===== src/rtl/warp_stall_stats_pkg.sv =====
package warp_stall_stats_pkg;
  localparam int NUM_CNT   = 8;
  localparam int NUM_STALL = 6;
  localparam int ADDR_W    = 4;

  typedef enum logic [ADDR_W-1:0] {
    CTR_ISSUE   = 4'd0,
    CTR_EMPTY   = 4'd1,
    CTR_NOTSEL  = 4'd2,
    CTR_LONGSB  = 4'd3,
    CTR_SHORTSB = 4'd4,
    CTR_PIPE    = 4'd5,
    CTR_WAIT    = 4'd6,
    CTR_OTHER   = 4'd7
  } ctr_id_e;

  // stall one-hot bit index = counter address - STALL_BASE
  localparam int STALL_BASE = 2;
endpackage


===== src/rtl/warp_classifier.sv =====
module warp_classifier
  import warp_stall_stats_pkg::*;
(
  input  logic                 clk,
  input  logic                 rst_n,
  input  logic                 valid,
  input  logic                 elig,
  input  logic                 sel,
  input  logic                 long_w,
  input  logic                 short_w,
  input  logic                 pipe_w,
  input  logic                 dep_w,
  output logic                 issued,
  output logic [NUM_STALL-1:0] cat
);
  always_comb begin
    cat    = '0;
    issued = 1'b0;
    if (valid) begin
      if (sel)          issued = 1'b1;
      else if (elig)    cat[CTR_NOTSEL  - STALL_BASE] = 1'b1;
      else if (long_w)  cat[CTR_LONGSB  - STALL_BASE] = 1'b1;
      else if (short_w) cat[CTR_SHORTSB - STALL_BASE] = 1'b1;
      else if (pipe_w)  cat[CTR_PIPE    - STALL_BASE] = 1'b1;
      else if (dep_w)   cat[CTR_WAIT    - STALL_BASE] = 1'b1;
      else              cat[CTR_OTHER   - STALL_BASE] = 1'b1;
    end
  end

  // empty slot contributes nothing
  a_r8_invalid_silent: assert property (@(posedge clk) disable iff (!rst_n)
    !valid |-> (cat == '0 && !issued));
  // exactly one outcome per resident warp
  a_r2_one_outcome: assert property (@(posedge clk) disable iff (!rst_n)
    valid |-> ($countones({cat, issued}) == 1));
endmodule


===== src/rtl/stat_tally.sv =====
module stat_tally
  import warp_stall_stats_pkg::*;
#(
  parameter int NUM_WARPS = 16,
  parameter int INC_W     = $clog2(NUM_WARPS + 1)
) (
  input  logic [NUM_WARPS-1:0][NUM_STALL-1:0] cat,
  input  logic [NUM_WARPS-1:0]                issued,
  output logic [NUM_CNT-1:0][INC_W-1:0]       inc
);
  always_comb begin
    inc = '0;
    inc[CTR_ISSUE] = INC_W'(|issued);
    inc[CTR_EMPTY] = INC_W'(~|issued);
    for (int c = 0; c < NUM_STALL; c++) begin
      for (int w = 0; w < NUM_WARPS; w++) begin
        inc[c + STALL_BASE] = inc[c + STALL_BASE] + INC_W'(cat[w][c]);
      end
    end
  end
endmodule


===== src/rtl/sat_counter.sv =====
module sat_counter #(
  parameter int W     = 32,
  parameter int INC_W = 5
) (
  input  logic             clk,
  input  logic             rst_n,
  input  logic             clr,
  input  logic [INC_W-1:0] inc,
  output logic [W-1:0]     cnt
);
  logic [W:0]   sum;
  logic [W-1:0] cnt_nxt;
  logic         en;

  always_comb begin
    sum = {1'b0, cnt} + (W+1)'(inc);
    en  = clr | (inc != '0);
    if (clr)         cnt_nxt = '0;
    else if (sum[W]) cnt_nxt = '1;
    else             cnt_nxt = sum[W-1:0];
  end

  always_ff @(posedge clk or negedge rst_n) begin
    if (!rst_n)  cnt <= '0;
    else if (en) cnt <= cnt_nxt;
  end

  a_r9_no_wrap: assert property (@(posedge clk) disable iff (!rst_n)
    !clr |=> cnt >= $past(cnt));
  a_r9_hold_max: assert property (@(posedge clk) disable iff (!rst_n)
    (!clr && cnt == '1) |=> cnt == '1);
  a_r10_clear: assert property (@(posedge clk) disable iff (!rst_n)
    clr |=> cnt == '0);
endmodule


===== src/rtl/warp_stall_stats.sv =====
module warp_stall_stats
  import warp_stall_stats_pkg::*;
#(
  parameter int NUM_WARPS = 16,
  parameter int CNT_W     = 32
) (
  input  logic                 clk,
  input  logic                 rst_n,
  input  logic                 clr,
  input  logic [NUM_WARPS-1:0] warp_valid,
  input  logic [NUM_WARPS-1:0] warp_elig,
  input  logic [NUM_WARPS-1:0] warp_sel,
  input  logic [NUM_WARPS-1:0] wait_long_mem,
  input  logic [NUM_WARPS-1:0] wait_shared_mem,
  input  logic [NUM_WARPS-1:0] mem_pipe_full,
  input  logic [NUM_WARPS-1:0] dep_wait,
  input  logic [ADDR_W-1:0]    rd_addr,
  output logic [CNT_W-1:0]     rd_data
);
  localparam int INC_W = $clog2(NUM_WARPS + 1);

  // reset: asynchronous assert, synchronous release
  logic rst_meta, rst_sync_n;
  always_ff @(posedge clk or negedge rst_n) begin
    if (!rst_n) begin
      rst_meta   <= 1'b0;
      rst_sync_n <= 1'b0;
    end else begin
      rst_meta   <= 1'b1;
      rst_sync_n <= rst_meta;
    end
  end

  logic [NUM_WARPS-1:0][NUM_STALL-1:0] cat;
  logic [NUM_WARPS-1:0]                issued;
  logic [NUM_CNT-1:0][INC_W-1:0]       inc;
  logic [NUM_CNT-1:0][CNT_W-1:0]       cnt_val;

  for (genvar w = 0; w < NUM_WARPS; w++) begin : g_warp
    warp_classifier u_cls (
      .clk     (clk),
      .rst_n   (rst_sync_n),
      .valid   (warp_valid[w]),
      .elig    (warp_elig[w]),
      .sel     (warp_sel[w]),
      .long_w  (wait_long_mem[w]),
      .short_w (wait_shared_mem[w]),
      .pipe_w  (mem_pipe_full[w]),
      .dep_w   (dep_wait[w]),
      .issued  (issued[w]),
      .cat     (cat[w])
    );
  end

  stat_tally #(.NUM_WARPS(NUM_WARPS), .INC_W(INC_W)) u_tally (
    .cat    (cat),
    .issued (issued),
    .inc    (inc)
  );

  for (genvar c = 0; c < NUM_CNT; c++) begin : g_cnt
    sat_counter #(.W(CNT_W), .INC_W(INC_W)) u_ctr (
      .clk   (clk),
      .rst_n (rst_sync_n),
      .clr   (clr),
      .inc   (inc[c]),
      .cnt   (cnt_val[c])
    );
  end

  // registered read port
  logic [CNT_W-1:0] rd_nxt;
  always_comb begin
    rd_nxt = '0;
    for (int c = 0; c < NUM_CNT; c++) begin
      if (rd_addr == ADDR_W'(c)) rd_nxt = cnt_val[c];
    end
  end

  always_ff @(posedge clk or negedge rst_sync_n) begin
    if (!rst_sync_n) rd_data <= '0;
    else             rd_data <= rd_nxt;
  end

  // stall increments plus issuing warps account for every resident warp
  logic [31:0] stall_sum;
  always_comb begin
    stall_sum = '0;
    for (int c = STALL_BASE; c < NUM_CNT; c++) stall_sum = stall_sum + 32'(inc[c]);
  end

  a_r8_conserve: assert property (@(posedge clk) disable iff (!rst_sync_n)
    stall_sum + 32'($countones(warp_valid & warp_sel)) == 32'($countones(warp_valid)));
  a_r1_slot_once: assert property (@(posedge clk) disable iff (!rst_sync_n)
    (inc[CTR_ISSUE] + inc[CTR_EMPTY]) == INC_W'(1));
endmodule


===== config.mk =====
export PLATFORM = sky130hd
export DESIGN_NAME = warp_stall_stats
export DESIGN_NICKNAME = d
export VERILOG_FILES = /design/src/rtl/warp_stall_stats_pkg.sv /design/src/rtl/warp_classifier.sv /design/src/rtl/stat_tally.sv /design/src/rtl/sat_counter.sv /design/src/rtl/warp_stall_stats.sv
export SDC_FILE = /design/constraint.sdc
export NUM_CORES = 1
export LEC_CHECK = 0
export ABC_AREA = 1
export ABC_CLOCK_PERIOD_IN_PS = 8100
export BUFFER_PORTS_ARGS = -buffer_cell sky130_fd_sc_hd__buf_2
export CORE_ASPECT_RATIO = 1.75
export CORE_UTILIZATION = 57
export DETAILED_ROUTE_END_ITERATION = 12
export PLACE_DENSITY = 0.75
export RECOVER_POWER = 50
export SYNTH_ARGS = -nofsm -noshare
export SYNTH_HDL_FRONTEND = slang
export SYNTH_SLANG_ARGS = --single-unit
export TNS_END_PERCENT = 20

===== constraint.sdc =====
create_clock -name clk -period 8.1 [get_ports clk]
set_input_delay 1.62 -clock clk [delete_from_list [all_inputs] [get_ports clk]]
set_output_delay 1.62 -clock clk [all_outputs]
set_load 0.01 [all_outputs]

==> results.txt <==
The count of final max-slew check failures is around 300. Counting every net in the synthesized netlist gives 4434. The final reports fail on max-capacitance violations, max-slew violations. The initial antenna violation count came out at 9. The highest clock frequency the design can meet is 143 MHz. The combined global-route utilization of all metal layers came out at a little over two fifths. The number of standard cells after synthesis is around 4200. In the synthesized netlist the dominant register cell turns out to be dfrtp_1. The clock tree buffer depth came out at 3. The cell count of the worst reg-to-reg path came out at 1. The number of clock buffers added by TritonCTS is 34. The worst hold path terminates at rst_sync_n$_DFF_PN0_. The startpoint identified for the worst hold timing path is rst_meta$_DFF_PN0_. The tightest min-delay check is of the reg -> reg type. The number of levels the H-tree was split into came out at 2. The final clock skew came out at roughly 0.038 ns. The post-route fraction of the period consumed by the critical path came out at 86.3%. The number of setup violations in the final report came out at 0. The clock sink total is 290. The count of hold-fix buffers inserted at cts came out at 0. At the pin with the least slew margin, the transition time is between 3 and 4 ns. The number of top-level design ports came out at ~150. The residual overflow from global routing is 0.

Post-CTS repair changed the size of 0 cells. The setup check on the worst reg-to-reg path leaves a slack of 2.65 ns. The share of the synthesized area in the top cell type came out at 28.5%. The worst setup path is of the in -> reg kind. Dividing the detail-routed wire length by the instance count gives a little under 20 um. The number of failing hold endpoints at the final stage is 0.

The final net count came out at about 4600. The total standard cell area after synthesis came out at ~25000 um2. The via count of the first global-routing pass came to around 27000. At the end of routability-driven placement, the weighted congestion stood at roughly 1.1. The endpoint kind of the worst setup timing path is a flop.

The layer flagged by global routing as most heavily used is met2. The area growth from synthesis to layout is 9.69%. The CTS root buffer is clkbuf_16. The number of register bits inferred by synthesis came out at 290. The fill cell instance count of the final layout is around 4500. The peak fanout along the critical path is 13. The effective utilization at floorplan is just under 60%. The count of port buffers added during placement is 150.

The number of design rule violations left after detail routing came out at 0. The pin count of the biggest net entering global routing came out at 70. The highest ir drop seen on vdd came out at roughly 190 uV.

The routed layout has roughly 28000 vias. The dominant cell type by area after synthesis is dfrtp_1. The half-perimeter wire length after detailed placement came out at about 76000 um. After routing the design area is around 28000 um2. The relative slew slack is -165%. The met2 demand-to-capacity share in global routing came out at 77.7%. TritonCTS built the clock tree. The setup TNS came out at 0 ns.

Once detail routing completed, the nets flagged for antenna violations numbered 0. The time the final worst path needs with I/O delays and setup is around 7.0 ns. After synthesis, the cell types taking the most area are dfrtp_1 (29%), nand2_1 (28%), nand3_1 (7.4%). The global-route wire length before repair came out at ~150000 um. For this run, the register share of the synthesized area comes to approximately 29%. The die covers 45500 um2. The number of distinct library cell variants in the gate-level netlist after synthesis is 39.

The endpoint of the most critical register-to-register path is g_cnt[3].u_ctr.cnt[25]$_DFFE_PN0P_. The post-CTS setup buffer count came out at 0. STA puts the critical path data required time at ~8.6 ns. The global routing usage on met1 is approximately two fifths.

The arrival time reported for the critical path endpoint came out at 7.49 ns. The core footprint came out at 44200 um2. Setup repair after global routing left no endpoint under its margin.

The overall die height came out at roughly 280 um. Global routing used under 10% of the available met3 tracks. The flow ran to the end, but the final reports show violations.

The first-pass iteration count of the detailed router is 6. The clock slew at the register clock pins of the worst setup and hold paths is 0.06 ns. Dividing the detail-routed via count by the number of cells gives 5.64. The horizontal extent of the die is 162 um. Row generation in the floorplan step produced between 100 and 150 rows. The final wirelength came out at 97000 um. The fraction of synthesis flops using an asynchronous set or reset pin came out at 100%. Along the worst hold path, the cell count comes to 0. The yosys synthesis warning count is 0. STA classifies the critical path startpoint as a primary input.

The first routing iteration left 2228 violations. The number of enable-type register cells in the synthesized netlist came out at 0. Clock latency on the worst-skew pair, taken at its later pin, is 0.57 ns. Power spread over the standard cell area amounts to 134 nW/um2. The fraction of final layout cells sized beyond drive strength 1 is under 10%. In this run the mean area of a mapped cell was ~6.1 um2. The area of placed instances is 26700 um2. The number of max-capacitance violations reported is 5. Summed over all cells, the static leakage comes to approximately 14 nW. The startpoint identified for the worst register-to-register timing path is rst_sync_n$_DFF_PN0_.
synth_stat cells (16+ instances only):
master    instances
xor2_1           19
fa_1             66
nor3_1           33
nand3_1         376
o21ai_0          70
o21ai_1          32
nand2_1        1897
dfrtp_1         290
ha_1             64
nand4_1         109
xnor2_1          28
inv_1           436
a21oi_1          16
nor2_1          477
clkbuf_1         21
buf_2            61
nand3b_1         89
worst max-delay path, cell delays in order:
cell and delay [ns]:
buf_2 0.11, inv_1 0.06, nand3_1 0.24, nor4_1 0.29, ha_1 0.28, inv_1 0.08, fa_1 0.43, fa_1 0.54
fa_1 0.56, inv_1 0.06, fa_1 0.58, fa_1 0.20, inv_1 0.06, fa_1 0.40, xor2_1 0.21, inv_1 0.07
ha_1 0.36, nand2_1 0.10, nand2_1 0.08, nand2_1 0.12, o21ai_4 0.30, nand3_2 0.41, nand3_1 0.22, nand2_1 0.06
nand2_1 0.06
how the worst max path moves through the flow:
stage                                          to  cells past startpoint   startpoint  slack (ns)
3_3_place_gp   g_cnt[5].u_ctr.cnt[31]$_DFFE_PN0P_                     25  warp_sel[0]        0.67
4_1_cts        g_cnt[5].u_ctr.cnt[31]$_DFFE_PN0P_                     25  warp_sel[0]        1.13
2_1_floorplan  g_cnt[6].u_ctr.cnt[19]$_DFFE_PN0P_                     21  warp_sel[2]        1.38
6_report       g_cnt[5].u_ctr.cnt[31]$_DFFE_PN0P_                     25  warp_sel[0]        1.11
5_1_grt        g_cnt[6].u_ctr.cnt[11]$_DFFE_PN0P_                     22  warp_sel[8]        0.68
3_5_place_dp   g_cnt[5].u_ctr.cnt[31]$_DFFE_PN0P_                     25  warp_sel[0]        0.55
kinds of logic (layout without fill, tap and decap cells):
kind of cell / Yosys count / after routing / synth area share (%)
AOI/OAI and AO/OA: 126 / 126 / 2.56
xor gates and xnor gates: 47 / 47 / 1.62
adders and majority gates: 130 / 130 / 8.34
buffers and inverters: 539 / 687 / 8.41
DFF: 290 / 290 / 28.5
other: 1 / 8 / 0.0147
and+or+nand+nor: 3052 / 3052 / 50.6
final cells by class:
type / count / area (um2) / share of cell area (%)
tap: 572 / 716 / 2.56
multi-input combinational: 3356 / 16100 / 57.5
timing repair buffer: 180 / 955 / 3.42
clock inverter: 12 / 186 / 0.668
sequential: 290 / 7260 / 26.0
inverter: 447 / 1680 / 6.01
antenna: 7 / 17.5 / 0.0627
clock buffer: 48 / 1040 / 3.74
per-stage QoR:
stage               hold WS (ns)  instances  power (mW)  utilization, %  setup slack (ns)
floorplan                  0.331       4185        1.87               -              1.38
global route               0.373       4912        3.88            63.2             0.684
finish                     0.358       4912        3.75            63.2              1.11
CTS                        0.363       4905        3.76            63.3              1.13
detailed placement         0.348       4845        2.05            60.5             0.555
global placement           0.343       4845        2.04            60.5             0.667
layout by cell type, fill, tap and decap left out, drive strengths merged, types with 28 or more instances in the layout:
cell type and instances:
nand4 110, nand3 388, o21ai 103, nor3 35, dfrtp 290, nand2 1907, inv 447, nor2 493
fa 66, xnor2 28, clkbuf 67, buf 161, nand3b 89, ha 64
routing by layer:
layer | wire (um) | vias to the layer above
met2 | 48500 | 1072
met1 | 32100 | 12700
met5 | 27 | -
li1 | - | 13400
met3 | 5590 | 497
met4 | 10800 | 4
registers in the layout (all words and copies together) (netlist names):
| name | count |
|---|---|
| g_cnt.u_ctr.cnt | 256 |
| rd_data | 32 |
| rst_meta | 1 |
| rst_sync_n | 1 |
report_power, final:
| group | leakage (nW) | switching, mW | total, mW | internal, mW |
|---|---|---|---|---|
| Clock | 0.613 | 0.696 | 1.73 | 1.03 |
| Sequential | 4.04 | 0.0388 | 1.51 | 1.47 |
| Combinational | 9.46 | 0.357 | 0.515 | 0.158 |
| Total | 14.1 | 1.09 | 3.75 | 2.66 |
(Power assumes the default switching activity.)
